==> src/rtl/pwm_route_pkg.sv <==
package pwm_route_pkg;
  typedef struct packed {
    logic loadDiv;   // capture counts, clear divider and phase
    logic divStep;   // one restoring-division iteration
    logic advance;   // emit one output and move the phase on
  } ctrlStrobe_t;
endpackage

==> src/rtl/pwm_route_ctrl.sv <==
module pwm_route_ctrl
  import pwm_route_pkg::*;
#(
  parameter int CNT_W  = 16,
  parameter int FRAC_W = 16
) (
  input  logic             clk,
  input  logic             rstN,
  input  logic             start,
  input  logic [CNT_W-1:0] outCount,
  output ctrlStrobe_t      strobe,
  output logic             busy,
  output logic             outValid,
  output logic [CNT_W-1:0] outIdx
);
  localparam int DIV_N = CNT_W + FRAC_W;
  localparam int DCNT_W = $clog2(DIV_N);

  typedef enum logic [1:0] {ST_IDLE, ST_DIV, ST_RUN} state_t;
  state_t state;
  logic [DCNT_W-1:0] divCnt;
  logic [CNT_W-1:0] lastIdx;
  logic launch;

  assign launch = (state == ST_IDLE) && start && (outCount != '0);

  always_ff @(posedge clk or negedge rstN) begin
    if (!rstN) begin
      state   <= ST_IDLE;
      divCnt  <= '0;
      outIdx  <= '0;
      lastIdx <= '0;
    end else begin
      case (state)
        ST_IDLE: if (launch) begin
          state   <= ST_DIV;
          divCnt  <= '0;
          lastIdx <= outCount - 1'b1;
        end
        ST_DIV: begin
          divCnt <= divCnt + 1'b1;
          if (divCnt == DCNT_W'(DIV_N - 1)) begin
            state  <= ST_RUN;
            outIdx <= '0;
          end
        end
        ST_RUN: begin
          if (outIdx == lastIdx) state <= ST_IDLE;
          else outIdx <= outIdx + 1'b1;
        end
        default: state <= ST_IDLE;
      endcase
    end
  end

  always_comb begin
    strobe.loadDiv = launch;
    strobe.divStep = (state == ST_DIV);
    strobe.advance = (state == ST_RUN);
  end

  assign busy     = (state != ST_IDLE);
  assign outValid = (state == ST_RUN);
endmodule

==> src/rtl/pwm_route_satadd.sv <==
module pwm_route_satadd #(
  parameter int SAMP_W = 16,
  parameter int ACC_W  = 32
) (
  input  logic [ACC_W-1:0]  acc,
  input  logic [SAMP_W-1:0] samp,
  input  logic              en,
  output logic [ACC_W-1:0]  result
);
  logic [ACC_W:0] sum;
  always_comb begin
    sum = {acc[ACC_W-1], acc} + {{(ACC_W + 1 - SAMP_W){samp[SAMP_W-1]}}, samp};
    if (!en) result = acc;
    else if (sum[ACC_W] != sum[ACC_W-1])
      result = sum[ACC_W] ? {1'b1, {(ACC_W-1){1'b0}}} : {1'b0, {(ACC_W-1){1'b1}}};
    else result = sum[ACC_W-1:0];
  end
endmodule

==> src/rtl/pwm_route_dp.sv <==
module pwm_route_dp
  import pwm_route_pkg::*;
#(
  parameter int SAMP_W = 16,
  parameter int ACC_W  = 32,
  parameter int CNT_W  = 16,
  parameter int FRAC_W = 16,
  parameter int PTR_W  = 16
) (
  input  logic                     clk,
  input  logic                     rstN,
  input  ctrlStrobe_t              strobe,
  input  logic [CNT_W-1:0]         srcCount,
  input  logic [CNT_W-1:0]         outCount,
  input  logic [3:0]               mode,
  input  logic                     silent,
  input  logic [SAMP_W-1:0]        srcL,
  input  logic [SAMP_W-1:0]        srcR,
  input  logic [ACC_W-1:0]         accInL,
  input  logic [ACC_W-1:0]         accInR,
  output logic [CNT_W+FRAC_W-1:0]  step,
  output logic [PTR_W-1:0]         rdIdx,
  output logic [ACC_W-1:0]         accOutL,
  output logic [ACC_W-1:0]         accOutR
);
  localparam int DIV_N = CNT_W + FRAC_W;

  logic [DIV_N-1:0]  quo;
  logic [CNT_W-1:0]  rem, divisor;
  logic [FRAC_W-1:0] phase;
  logic [CNT_W:0]    remShift, remSub;
  logic              take;
  logic [DIV_N:0]    phaseSum;

  always_comb begin
    remShift = {rem, quo[DIV_N-1]};
    take     = remShift >= {1'b0, divisor};
    remSub   = remShift - {1'b0, divisor};
    phaseSum = {{(DIV_N + 1 - FRAC_W){1'b0}}, phase} + {1'b0, quo};
  end

  always_ff @(posedge clk or negedge rstN) begin
    if (!rstN) begin
      quo <= '0; rem <= '0; divisor <= '0; phase <= '0; rdIdx <= '0;
    end else if (strobe.loadDiv) begin
      quo     <= {srcCount, {FRAC_W{1'b0}}};
      rem     <= '0;
      divisor <= outCount;
      phase   <= '0;
      rdIdx   <= '0;
    end else if (strobe.divStep) begin
      rem <= take ? remSub[CNT_W-1:0] : remShift[CNT_W-1:0];
      quo <= {quo[DIV_N-2:0], take};
    end else if (strobe.advance) begin
      rdIdx <= rdIdx + PTR_W'(phaseSum[DIV_N:FRAC_W]);
      phase <= phaseSum[FRAC_W-1:0];
    end
  end

  assign step = quo;

  // routing
  logic modeBad, enL, enR;
  logic [SAMP_W-1:0] pickL, pickR, monoSamp;
  assign modeBad = (mode == 4'h0) || (mode == 4'h6) || (mode == 4'h9) || (mode == 4'hF);
  assign monoSamp = (|mode[2:1]) ? srcR : srcL;

  always_comb begin
    enL = 1'b0; enR = 1'b0; pickL = srcL; pickR = srcR;
    if (!(silent || modeBad)) begin
      case (mode)
        4'h5: begin enL = 1'b1; enR = 1'b1; end
        4'hA: begin enL = 1'b1; enR = 1'b1; pickL = srcR; pickR = srcL; end
        default: begin
          pickL = monoSamp; pickR = monoSamp;
          enL = |mode[1:0]; enR = |mode[3:2];
        end
      endcase
    end
  end

  logic [1:0][ACC_W-1:0]  chAcc, chRes;
  logic [1:0][SAMP_W-1:0] chSamp;
  logic [1:0]             chEn;
  assign chAcc  = {accInR, accInL};
  assign chSamp = {pickR, pickL};
  assign chEn   = {enR, enL};

  for (genvar c = 0; c < 2; c++) begin : gCh
    pwm_route_satadd #(.SAMP_W(SAMP_W), .ACC_W(ACC_W)) uAdd (
      .acc(chAcc[c]), .samp(chSamp[c]), .en(chEn[c]), .result(chRes[c])
    );
  end

  assign accOutL = chRes[0];
  assign accOutR = chRes[1];
endmodule

==> src/rtl/pwm_route.sv <==
module pwm_route
  import pwm_route_pkg::*;
#(
  parameter int SAMP_W = 16,
  parameter int ACC_W  = 32,
  parameter int CNT_W  = 16,
  parameter int FRAC_W = 16,
  parameter int PTR_W  = 16
) (
  input  logic                    clk,
  input  logic                    rstN,
  input  logic                    ctrlWr,
  input  logic [15:0]             ctrlWdata,
  output logic [15:0]             ctrlQ,
  input  logic                    start,
  input  logic                    silent,
  input  logic [CNT_W-1:0]        srcCount,
  input  logic [CNT_W-1:0]        outCount,
  output logic                    busy,
  output logic [CNT_W+FRAC_W-1:0] step,
  output logic [PTR_W-1:0]        rdIdx,
  input  logic [SAMP_W-1:0]       srcL,
  input  logic [SAMP_W-1:0]       srcR,
  output logic                    outValid,
  output logic [CNT_W-1:0]        outIdx,
  input  logic [ACC_W-1:0]        accInL,
  input  logic [ACC_W-1:0]        accInR,
  output logic [ACC_W-1:0]        accOutL,
  output logic [ACC_W-1:0]        accOutR
);
  logic [3:0] modeReg;
  logic unusedUpper;
  ctrlStrobe_t strobe;

  assign unusedUpper = ^ctrlWdata[15:4];

  always_ff @(posedge clk or negedge rstN) begin
    if (!rstN) modeReg <= '0;
    else if (ctrlWr) modeReg <= ctrlWdata[3:0];
  end
  assign ctrlQ = {12'h000, modeReg};

  pwm_route_ctrl #(.CNT_W(CNT_W), .FRAC_W(FRAC_W)) uCtrl (
    .clk(clk), .rstN(rstN), .start(start), .outCount(outCount),
    .strobe(strobe), .busy(busy), .outValid(outValid), .outIdx(outIdx)
  );

  pwm_route_dp #(.SAMP_W(SAMP_W), .ACC_W(ACC_W), .CNT_W(CNT_W),
                 .FRAC_W(FRAC_W), .PTR_W(PTR_W)) uDp (
    .clk(clk), .rstN(rstN), .strobe(strobe), .srcCount(srcCount),
    .outCount(outCount), .mode(modeReg), .silent(silent), .srcL(srcL),
    .srcR(srcR), .accInL(accInL), .accInR(accInR), .step(step),
    .rdIdx(rdIdx), .accOutL(accOutL), .accOutR(accOutR)
  );
endmodule

==> config.mk <==
export PLATFORM = sky130hd
export DESIGN_NAME = pwm_route
export DESIGN_NICKNAME = d
export VERILOG_FILES = /design/src/rtl/pwm_route_pkg.sv /design/src/rtl/pwm_route_ctrl.sv /design/src/rtl/pwm_route_satadd.sv /design/src/rtl/pwm_route_dp.sv /design/src/rtl/pwm_route.sv
export SDC_FILE = /design/constraint.sdc
export NUM_CORES = 1
export LEC_CHECK = 0
export ABC_AREA = 1
export BUFFER_PORTS_ARGS = -buffer_cell sky130_fd_sc_hd__clkbuf_2
export CORE_MARGIN = 2
export CORE_UTILIZATION = 45
export CTS_BUF_LIST = sky130_fd_sc_hd__clkbuf_8
export DETAILED_ROUTE_END_ITERATION = 8
export GPL_ROUTABILITY_DRIVEN = 1
export HOLD_SLACK_MARGIN = 0.06
export PLACE_DENSITY_LB_ADDON = 0.12
export SLEW_MARGIN = 10
export SYNTH_ARGS = -nofsm -noshare
export SYNTH_HDL_FRONTEND = slang
export SYNTH_SLANG_ARGS = --single-unit
==> constraint.sdc <==
create_clock -name clk -period 3.7 [get_ports clk]
set_input_delay 0.185 -clock clk [delete_from_list [all_inputs] [get_ports clk]]
set_output_delay 0.185 -clock clk [all_outputs]
set_load 0.05 [all_outputs]
* Word level (Yosys, flattened, before mapping)
Cells that the tools add are included.
** Word-level totals
- Register bits after elaboration :: 139
- Logic and storage cells :: 93
** Cells by class
- Add/sub/neg operators :: 8
- Eq/ne operators :: 16
- Reduce and logical (&&, ||, !) cells :: 23
- $lt $le $gt $ge :: 1
- Muxes and demuxes :: 35
** Operators by type and width (count)
- 32-bit two-way mux :: 8
- 16-bit two-way mux :: 14
- 16-bit one-hot mux with 2 select lines :: 3
- 32-bit by 16-bit adder with 33-bit output :: 2
- 16-bit by 32-bit adder with 32-bit output :: 1
- 17-bit by 16-bit greater-or-equal comparator with 1-bit output :: 1
- 16-bit by 1-bit adder with 16-bit output (second input constant) :: 1
- 16-bit adder :: 1
- 16-bit == test :: 1
- 16-bit nonzero test :: 1
- 16-bit by 1-bit subtractor with 16-bit output (second input constant) :: 1
- 16-bit subtractor :: 1
- 4-bit == test (second input constant) :: 3
- 5-bit one-hot mux with 2 select lines :: 1
- 2-bit nonzero test :: 5
- 4-bit by 3-bit == test with 1-bit output (second input constant) :: 2
- 2-bit by 1-bit != test with 1-bit output (second input constant) :: 4
- 2-bit OR reduction :: 4
- 2-bit two-way mux :: 3
- 2-bit one-hot mux with 3 select lines :: 1
- 2-bit AND reduction :: 3
- 3-bit AND reduction :: 2
- 5-bit by 1-bit adder with 5-bit output (second input constant) :: 1
- 5-bit == test (second input constant) :: 1
- other kinds (10) :: 18

* Longest topological paths before layout
Gate-level depths: netlist (run 1).
- Depth after elaboration :: 10
- Mapped depth :: 25
- Mapped depth without buffers :: 24

* Cells and area by module
A second synthesis (run 1) with hierarchy kept.
** Second synthesis, totals
- Cells, all modules :: 2672
- Area total of the unflattened synthesis :: 16319.4 µm²
** By module, submodules not included
- pwm_route_dp :: cells an instance 1112, sequential area each 2402.3 µm², instances 1, area an instance 7656.1 µm²
- pwm_route_satadd at uDp.gCh[0].uAdd :: cells an instance 554, sequential area each 0.0 µm², instances 1, area an instance 2835.2 µm²
- pwm_route_satadd at uDp.gCh[1].uAdd :: cells an instance 555, sequential area each 0.0 µm², instances 1, area an instance 2820.2 µm²
- pwm_route_ctrl :: cells an instance 421, sequential area each 975.9 µm², instances 1, area an instance 2765.2 µm²
- pwm_route :: cells an instance 30, sequential area each 100.1 µm², instances 1, area an instance 242.7 µm²

* Worst setup path after synthesis (run 1)
OpenSTA, ideal clock, no wires.
- Kind :: reg-to-output
- Start point :: register modeReg[0]
- End point :: output accOutL[31]
- Data arrival time :: 4901 ps
- Path buffers :: 1
- Cell stages (with the launch flop) :: 18
- Data required time :: 3515 ps
- Path slack :: -1386 ps
- Path through :: dfrtp_1 > nor2_1 > nor3_1 > o21ai_1 > inv_2 > nor2_4 > and2_1 > clkbuf_1 > o21ai_0 > ha_1 > a21o_1 > nor2_1 > nand2_1 > a21oi_1 > nand2_1 > nand2_1 > nand2_2 > o21ai_0
** On the way
- Longest elaborated chain between the ends :: 10
- Elaborated cells on any way between the ends :: 21
** RTL lines
- start: declaration :: RTL line pwm_route.sv:31 : logic [3:0] modeReg;
- start signal: assignment :: RTL line pwm_route.sv:39 : else if (ctrlWr) modeReg <= ctrlWdata[3:0];
- 4-bit by 3-bit == test with 1-bit output or 4-bit zero test (tied branches) :: RTL line pwm_route_dp.sv:65 : assign modeBad = (mode == 4'h0) || (mode == 4'h6) || (mode == 4'h9) || (mode == 4'hF);
- 1-bit logical OR (3 in series) :: RTL line pwm_route_dp.sv:65
- 1-bit logical OR :: RTL line pwm_route_dp.sv:70 : if (!(silent || modeBad)) begin
- 16-bit two-way mux :: RTL line pwm_route_dp.sv:70
- 32-bit by 16-bit adder with 33-bit output :: RTL line pwm_route_satadd.sv:12 : sum = {acc[ACC_W-1], acc} + {{(ACC_W + 1 - SAMP_W){samp[SAMP_W-1]}}, samp};
- 32-bit two-way mux or 1-bit != test (tied branches) :: RTL line pwm_route_satadd.sv:15, pwm_route_satadd.sv:14
- 32-bit two-way mux :: RTL line pwm_route_satadd.sv:14 : else if (sum[ACC_W] != sum[ACC_W-1])
- 32-bit two-way mux (*) :: RTL line pwm_route_satadd.sv:13 : if (!en) result = acc;
- end: declaration :: RTL line pwm_route.sv:28 : output logic [ACC_W-1:0] accOutL,
Every way passes the cells marked *; elsewhere a longest branch is shown, timed or not.

* Worst setup path after layout (run 1)
- Start point :: register modeReg[3]
- End point :: output accOutL[1]
Same word-level chain as after synthesis.

==> results of run 1 <==
[final cells by class]
type	instances	share of cell area, %
Timing Repair Buffer	645	23.5
Multi-Input combinational cell	1880	52.1
Clock inverter	12	0.637
Clock buffer	19	1.12
Sequential cell	139	14.9
Antenna cell	3	0.0321
Inverter	332	5.33
Tap cell	448	2.40
[per-layer routing]
metal	up-vias	track usage [%]	share of wire (%)
met5	-	0	0
met4	0	7.75	2.2
met3	74	3.61	6.0
met2	621	51.1	47
met1	8571	41.0	45
li1	9072	-	-
[cells by family after synthesis]
logic type / count (synthesis) / synth area share (%)
AO/OA/AOI/OAI: 494 / 19.4
XOR/XNOR: 108 / 6.16
adder cells (fa/ha/maj): 120 / 10.0
flip-flops: 139 / 22.6
other: 1 / 0.0244
buffers and inverters: 408 / 10.7
AND/OR/NAND/NOR: 1146 / 31.1
[report_power, final]
part / internal, mW / leakage (nW) / switching, mW
Clock: 0.695 / 0.205 / 0.611
Sequential: 2.14 / 1.77 / 0.579
Combinational: 4.33 / 10.2 / 6.56
Total: 7.17 / 12.2 / 7.75
[cells in the mapped netlist, types with 6 or more instances]
master,count
xor2_1,69
a31oi_1,7
xnor2_1,39
o211ai_1,26
nor2_1,175
inv_2,6
inv_1,324
o221ai_1,15
a21oi_2,7
clkbuf_1,40
o21bai_1,19
dfrtp_1,139
nand2_1,714
or2_2,40
o31ai_1,6
o21ai_0,173
o21ai_1,8
a21oi_1,127
a21o_1,13
nand2_2,14
a21boi_2,8
nand4_1,21
o22ai_1,19
a21boi_1,50
nor3_1,32
ha_1,115
nor4_1,8
buf_2,12
nand3_1,126
buf_4,21
[worst max-delay path, delay by kind of cell, from the launching register on]
kind,cells,cell delay [ns]
AOI/OAI and AO/OA,5,0.93
adders and majority gates,1,0.20
buffers and inverters,7,0.99
DFF,1,0.44
and+or+nand+nor,12,1.12
[state kept, by name, summed over array words and instances, names as in the netlist]
register / count
uDp.rdIdx: 16
uCtrl.outIdx: 16
uCtrl.state: 2
uDp.rem: 16
uCtrl.lastIdx: 16
uDp.divisor: 16
uDp.step: 32
uDp.phase: 16
uCtrl.divCnt: 5
modeReg: 4
[path summary, 6_finish.rpt]
check	start	slack, ns	endpoint
setup / recovery	modeReg[3]	-0.63	accOutL[1]
hold / removal	outCount[10]	0.07	uDp.divisor[10]
setup reg to reg	uDp.step[8]	0.10	uDp.rdIdx[8]
hold reg to reg	uDp.phase[7]	0.49	uDp.phase[7]
max in group asynchronous	rstN	2.52	uDp.step[15]
min in group asynchronous	rstN	0.31	uDp.divisor[7]
[repair_timing]
item	in CTS	in global routing
hold buffers	42	0
gates resized for setup	125	229
endpoints found under the setup margin	64	73
hold endpoints to repair	112	0
pin swaps	16	58
buffers inserted	12	17
gates cloned	5	4
[per-stage QoR]
| step | utilization, % | total power, mW | hold slack, ns |
|---|---|---|---|
| after floorplan | - | 9.41 | -0.111 |
| after global placement | 61.4 | 12.4 | 0.292 |
| after detailed placement | 61.4 | 12.6 | 0.273 |
| after CTS | 66.4 | 14.3 | 0.0639 |
| after global routing | 69.7 | 16.1 | 0.0917 |
| final | 69.7 | 14.9 | 0.0705 |
==> flow_metrics.py, run 1 <==
metrics = {
    "synth": {
        "yosys_register_bits": 139,
        "netlist-cell-type-count": 49,
        "synth_top_cell_area_share_pct": 22.6,
        "synth_flop_cell": "dfrtp_1",
        "synthTopCellsByArea": "dfrtp_1 23%, nand2_1 17%, ha_1 9.4%, inv_1 7.9%, o21ai_0 5.6%",
        "synth_area_leader_cell": "dfrtp_1",
        "yosys_warnings": 0,
        "ys_seq_area_share_pct": 22.6,
        "syn_area_mm2": 0.0154,
        "netlist_instances": 2416,
        "synth_edf_count": 0,
        "synth.avg_cell_area_um2": 6.36,
        "synthArstFlopShare_pct": 100,
    },
    "detailed_routing": {
        "drtIter0Drc": 1189,
        "drt_wl_total_um": 56400,
        "drt-vias-per-instance": 5.27,
        "wl_per_cell_um": 16.2,
        "ant_nets": 0,
        "drc": 0,
        "vias": 18300,
        "first_pass_iters": 6,
    },
    "sta": {
        "setup_tns_ns": -32.66,
        "relSlewSlack_pct": 41.9,
        "slew_violations": 0,
        "tightest_slew_ns": 0.866,
        "fin_skew_ns": 0.0151,
        "period_needed_ns": 4.33,
        "max_freq_mhz": 231,
        "setup_viol": 64,
        "worst_slack_ns": -0.629,
        "fin_crit_sh_pct": 117,
        "finalHoldViolCount": 0,
        "rsz0062_at_grt": "yes",
    },
    "critical_path": {
        "crit_top_cell": "nand2_2",
        "reg2regPathDepth": 19,
        "worstSetupPathType": "reg -> out",
        "cp.arrival_ns": 4.14,
        "end_kind": "output pin",
        "crit_path_top_delay_cell": "dfrtp_2",
        "slowest_delay_ns": 0.44,
        "critPathMaxFanout": 8,
        "crit_required_ns": 3.51,
        "start_kind": "register",
    },
    "cells_and_area": {
        "final_cell_mix": "625 x nand2_1, 318 x inv_1, 301 x buf_4, 205 x clkbuf_2, 155 x nor2_1",
        "layout_commonest_cell": "nand2_1",
        "fin_area_mm2": 0.0234,
        "layout-area-overhead-vs-synth_pct": 52.1,
        "drive_above_1_share_pct": 32.9,
        "nets": 3284,
        "fin_cells": 3478,
        "fillCellCount": 2849,
        "ff_latch_area_mm2": 0.00348,
        "multiInputGateArea_mm2": 0.0122,
    },
    "global_routing": {
        "grt_start_max_net_pins": 81,
        "overflow": 0,
        "antenna_found_initial": 1,
        "track_usage_pct": 30.2,
        "grt_pass1_vias": 17300,
        "grt_first_pass_wirelength_um": 87700,
    },
    "placed_design": {
        "place_inst": 3367,
        "place_area_mm2": 0.0206,
        "dp_hpwl_um": 43000,
        "place.gp.congestion": 0.966,
        "port_buffers": 270,
        "dp_slack_ns": -0.187,
    },
    "hold_path": {
        "min_path_cells": 3,
        "hp-class": "in -> reg",
    },
    "power": {
        "vdd_drop_max_mv": 0.767,
        "power_leakage_nw": 12.2,
        "powerDensity_mw_per_mm2": 638,
    },
    "floorplanning": {
        "io_pins": 295,
        "core_area_mm2": 0.0335,
        "num_rows": 67,
        "initial_utilization_pct": 45.8,
        "die_area_mm2": 0.0356,
        "die_w_um": 189,
        "die_y_um": 189,
    },
    "clocking": {
        "clk_latency_ns": 0.46,
        "root_buffer": "clkbuf_8",
        "clock_sinks": 139,
        "clkTransAtPathRegs_ns": 0.09,
        "cts_inserted_buffers": 17,
        "htreeDepth": 4,
        "cts_tree": "built",
        "clk_path_buf_depth": 2,
    },
    "outcome": {
        "violations": "negative setup slack",
        "status": "finished with violations",
    },
    "run": {
        "drv_cap": 0,
    },
}
(Power assumes the default switching activity.)
==> run 2, diff against run 1 <==
- CELL_PAD_IN_SITES_DETAIL_PLACEMENT: unset -> 1
- CELL_PAD_IN_SITES_GLOBAL_PLACEMENT: unset -> 2
- CORE_UTILIZATION: 45 -> 28
==> run 2 against run 1 <==
Net effect:
- the flow still finishes with violations (negative setup slack)
- utilization fell by 24 points
- sequential cell count did not move
- die area rose by 59%
- critical path type unchanged
==> flow_metrics.py, run 2 (synthesis results as in run 1) <==
metrics = {
    "sta": {
        "tightest_slew_ns": 0.962,
        "fin_skew_ns": 0.0124,
        "relSlewSlack_pct": 35.8,
        "setup_viol": 64,
        "finalHoldViolCount": 0,
        "worst_slack_ns": -0.622,
        "slew_violations": 0,
        "fin_crit_sh_pct": 117,
        "setup_tns_ns": -36.47,
        "period_needed_ns": 4.32,
        "max_freq_mhz": 231,
        "rsz0062_at_grt": "yes",
    },
    "critical_path": {
        "reg2regPathDepth": 21,
        "cp.arrival_ns": 4.14,
        "critPathMaxFanout": 8,
        "crit_required_ns": 3.51,
        "start_kind": "register",
        "startpoint": "modeReg[1]",
        "crit_end": "accOutR[9]",
        "worst-path-stages": 25,
        "crit_family": "buffers and inverters",
        "end_kind": "output pin",
        "slowest_delay_ns": 0.43,
        "crit_path_top_delay_cell": "dfrtp_2",
        "r2r_slack_ns": 0.19,
        "crit_buf_inv": 8,
        "rr_endpoint": "uDp.rdIdx[6]",
        "worstSetupPathType": "reg -> out",
        "timing.rr.start": "uDp.phase[0]",
    },
    "floorplanning": {
        "core_area_mm2": 0.0540,
        "die_area_mm2": 0.0568,
        "num_rows": 85,
        "io_pins": 295,
        "die_y_um": 238,
        "initial_utilization_pct": 28.4,
        "die_w_um": 238,
    },
    "detailed_routing": {
        "first_pass_iters": 4,
        "drt-vias-per-instance": 4.87,
        "ant_nets": 0,
        "drc": 0,
        "vias": 18500,
        "drtIter0Drc": 713,
        "wl_per_cell_um": 18.3,
        "drt_wl_total_um": 69600,
    },
    "placed_design": {
        "port_buffers": 270,
        "place.gp.congestion": 0.881,
        "dp_hpwl_um": 54900,
        "dp_slack_ns": -0.357,
    },
    "global_routing": {
        "antenna_found_initial": 1,
        "grt_pass1_vias": 19600,
        "grt_start_max_net_pins": 98,
        "grt_first_pass_wirelength_um": 106000,
        "track_usage_pct": 23.7,
        "overflow": 0,
    },
    "clocking": {
        "cts_inserted_buffers": 17,
        "clkTransAtPathRegs_ns": 0.08,
        "cts_tree": "built",
        "clk_path_buf_depth": 2,
        "clk_latency_ns": 0.49,
        "htreeDepth": 4,
        "root_buffer": "clkbuf_8",
        "clock_sinks": 139,
    },
    "cells_and_area": {
        "final_cell_mix": "613 x nand2_1, 347 x buf_4, 317 x inv_1, 205 x clkbuf_2, 143 x nor2_1",
        "final_util_pct": 45.7,
        "layout-area-overhead-vs-synth_pct": 60.8,
        "diodes": 0,
        "fillCellCount": 6790,
        "drive_above_1_share_pct": 35.8,
        "largest_register_ffs": 32,
        "layout_commonest_cell": "nand2_1",
        "nets": 3353,
    },
    "power": {
        "power_leakage_nw": 12.6,
        "cell_internal_pwr_mw": 7.58,
        "p_sw_share_pct": 52.0,
        "vdd_drop_max_mv": 0.579,
        "combinationalPowerShare_pct": 74.0,
        "finalPower_mw": 15.8,
        "p_clk_share_pct": 8.5,
        "p_switching_mw": 8.22,
        "pwr-share-seq_pct": 17.5,
        "powerDensity_mw_per_mm2": 640,
    },
    "hold_path": {
        "hp-class": "in -> async",
    },
    "outcome": {
        "status": "finished with violations",
        "violations": "negative setup slack",
    },
    "run": {
        "drv_cap": 0,
    },
}
-- run 2: changes by cell type in the layout (fill, tap and decap cells not counted), moves of 11 or more --
cell	previous run	this run
buf_8	25	8
buf_12	52	80
o21ai_0	153	142
nand2_1	625	613
nor2_1	155	143
ha_1	69	58
buf_4	301	347
buf_6	6	17
-- run 2: timing repair --
action	in CTS	in global routing
hold buffers	46	0
gates cloned	6	5
pin swaps	28	86
setup buffers	34	28
setup endpoints to repair	70	74
hold endpoints to repair	144	0
resized for setup	189	196
-- run 2: per-stage QoR --
step	hold WS (ns)	cell area (um2)	instances
3_3_place_gp	0.366	21500	3650
5_1_grt	0.414	24700	3793
6_report	0.367	24700	3793
3_5_place_dp	0.364	21500	3650
2_1_floorplan	-0.111	16100	2427
4_1_cts	0.374	23600	3766
-- run 2: layout make-up --
| class | count | area, um2 | share of cell area (%) |
|---|---|---|---|
| clock buffers | 17 | 234 | 0.948 |
| well taps | 696 | 871 | 3.53 |
| multi-input cells | 1881 | 12500 | 50.5 |
| clock inverters | 15 | 174 | 0.704 |
| flip-flops and latches | 139 | 3490 | 14.1 |
| inverters | 332 | 1250 | 5.05 |
| repair buffers | 713 | 6210 | 25.2 |
-- run 2: routing by layer --
metal,share of wire [%],vias up,global-route usage [%]
met5,0.014,-,0
met4,2.0,2,5.61
met3,3.4,61,3.08
met2,48,274,41.3
met1,47,8969,31.0
li1,-,9184,-
-- run 2: how the worst min path moves through the flow --
stage	cells past startpoint	slack (ns)	startpoint	endpoint
2_1_floorplan	0	-0.11	rstN	modeReg[0]
3_3_place_gp	1	0.37	rstN	uCtrl.lastIdx[4]
3_5_place_dp	1	0.36	rstN	uCtrl.lastIdx[4]
6_report	2	0.37	rstN	uCtrl.lastIdx[4]
5_1_grt	2	0.41	rstN	uDp.divisor[7]
4_1_cts	2	0.37	rstN	uCtrl.lastIdx[4]
-- run 2: power groups by stage --
stage               sequential, mW  combinational [mW]  clock [mW]
floorplan                     3.45                5.95           0
global placement              2.73                10.3           0
detailed placement            2.75                10.6           0
CTS                           2.73                11.2        1.40
global route                  2.85                12.8        1.44
finish                        2.77                11.7        1.34
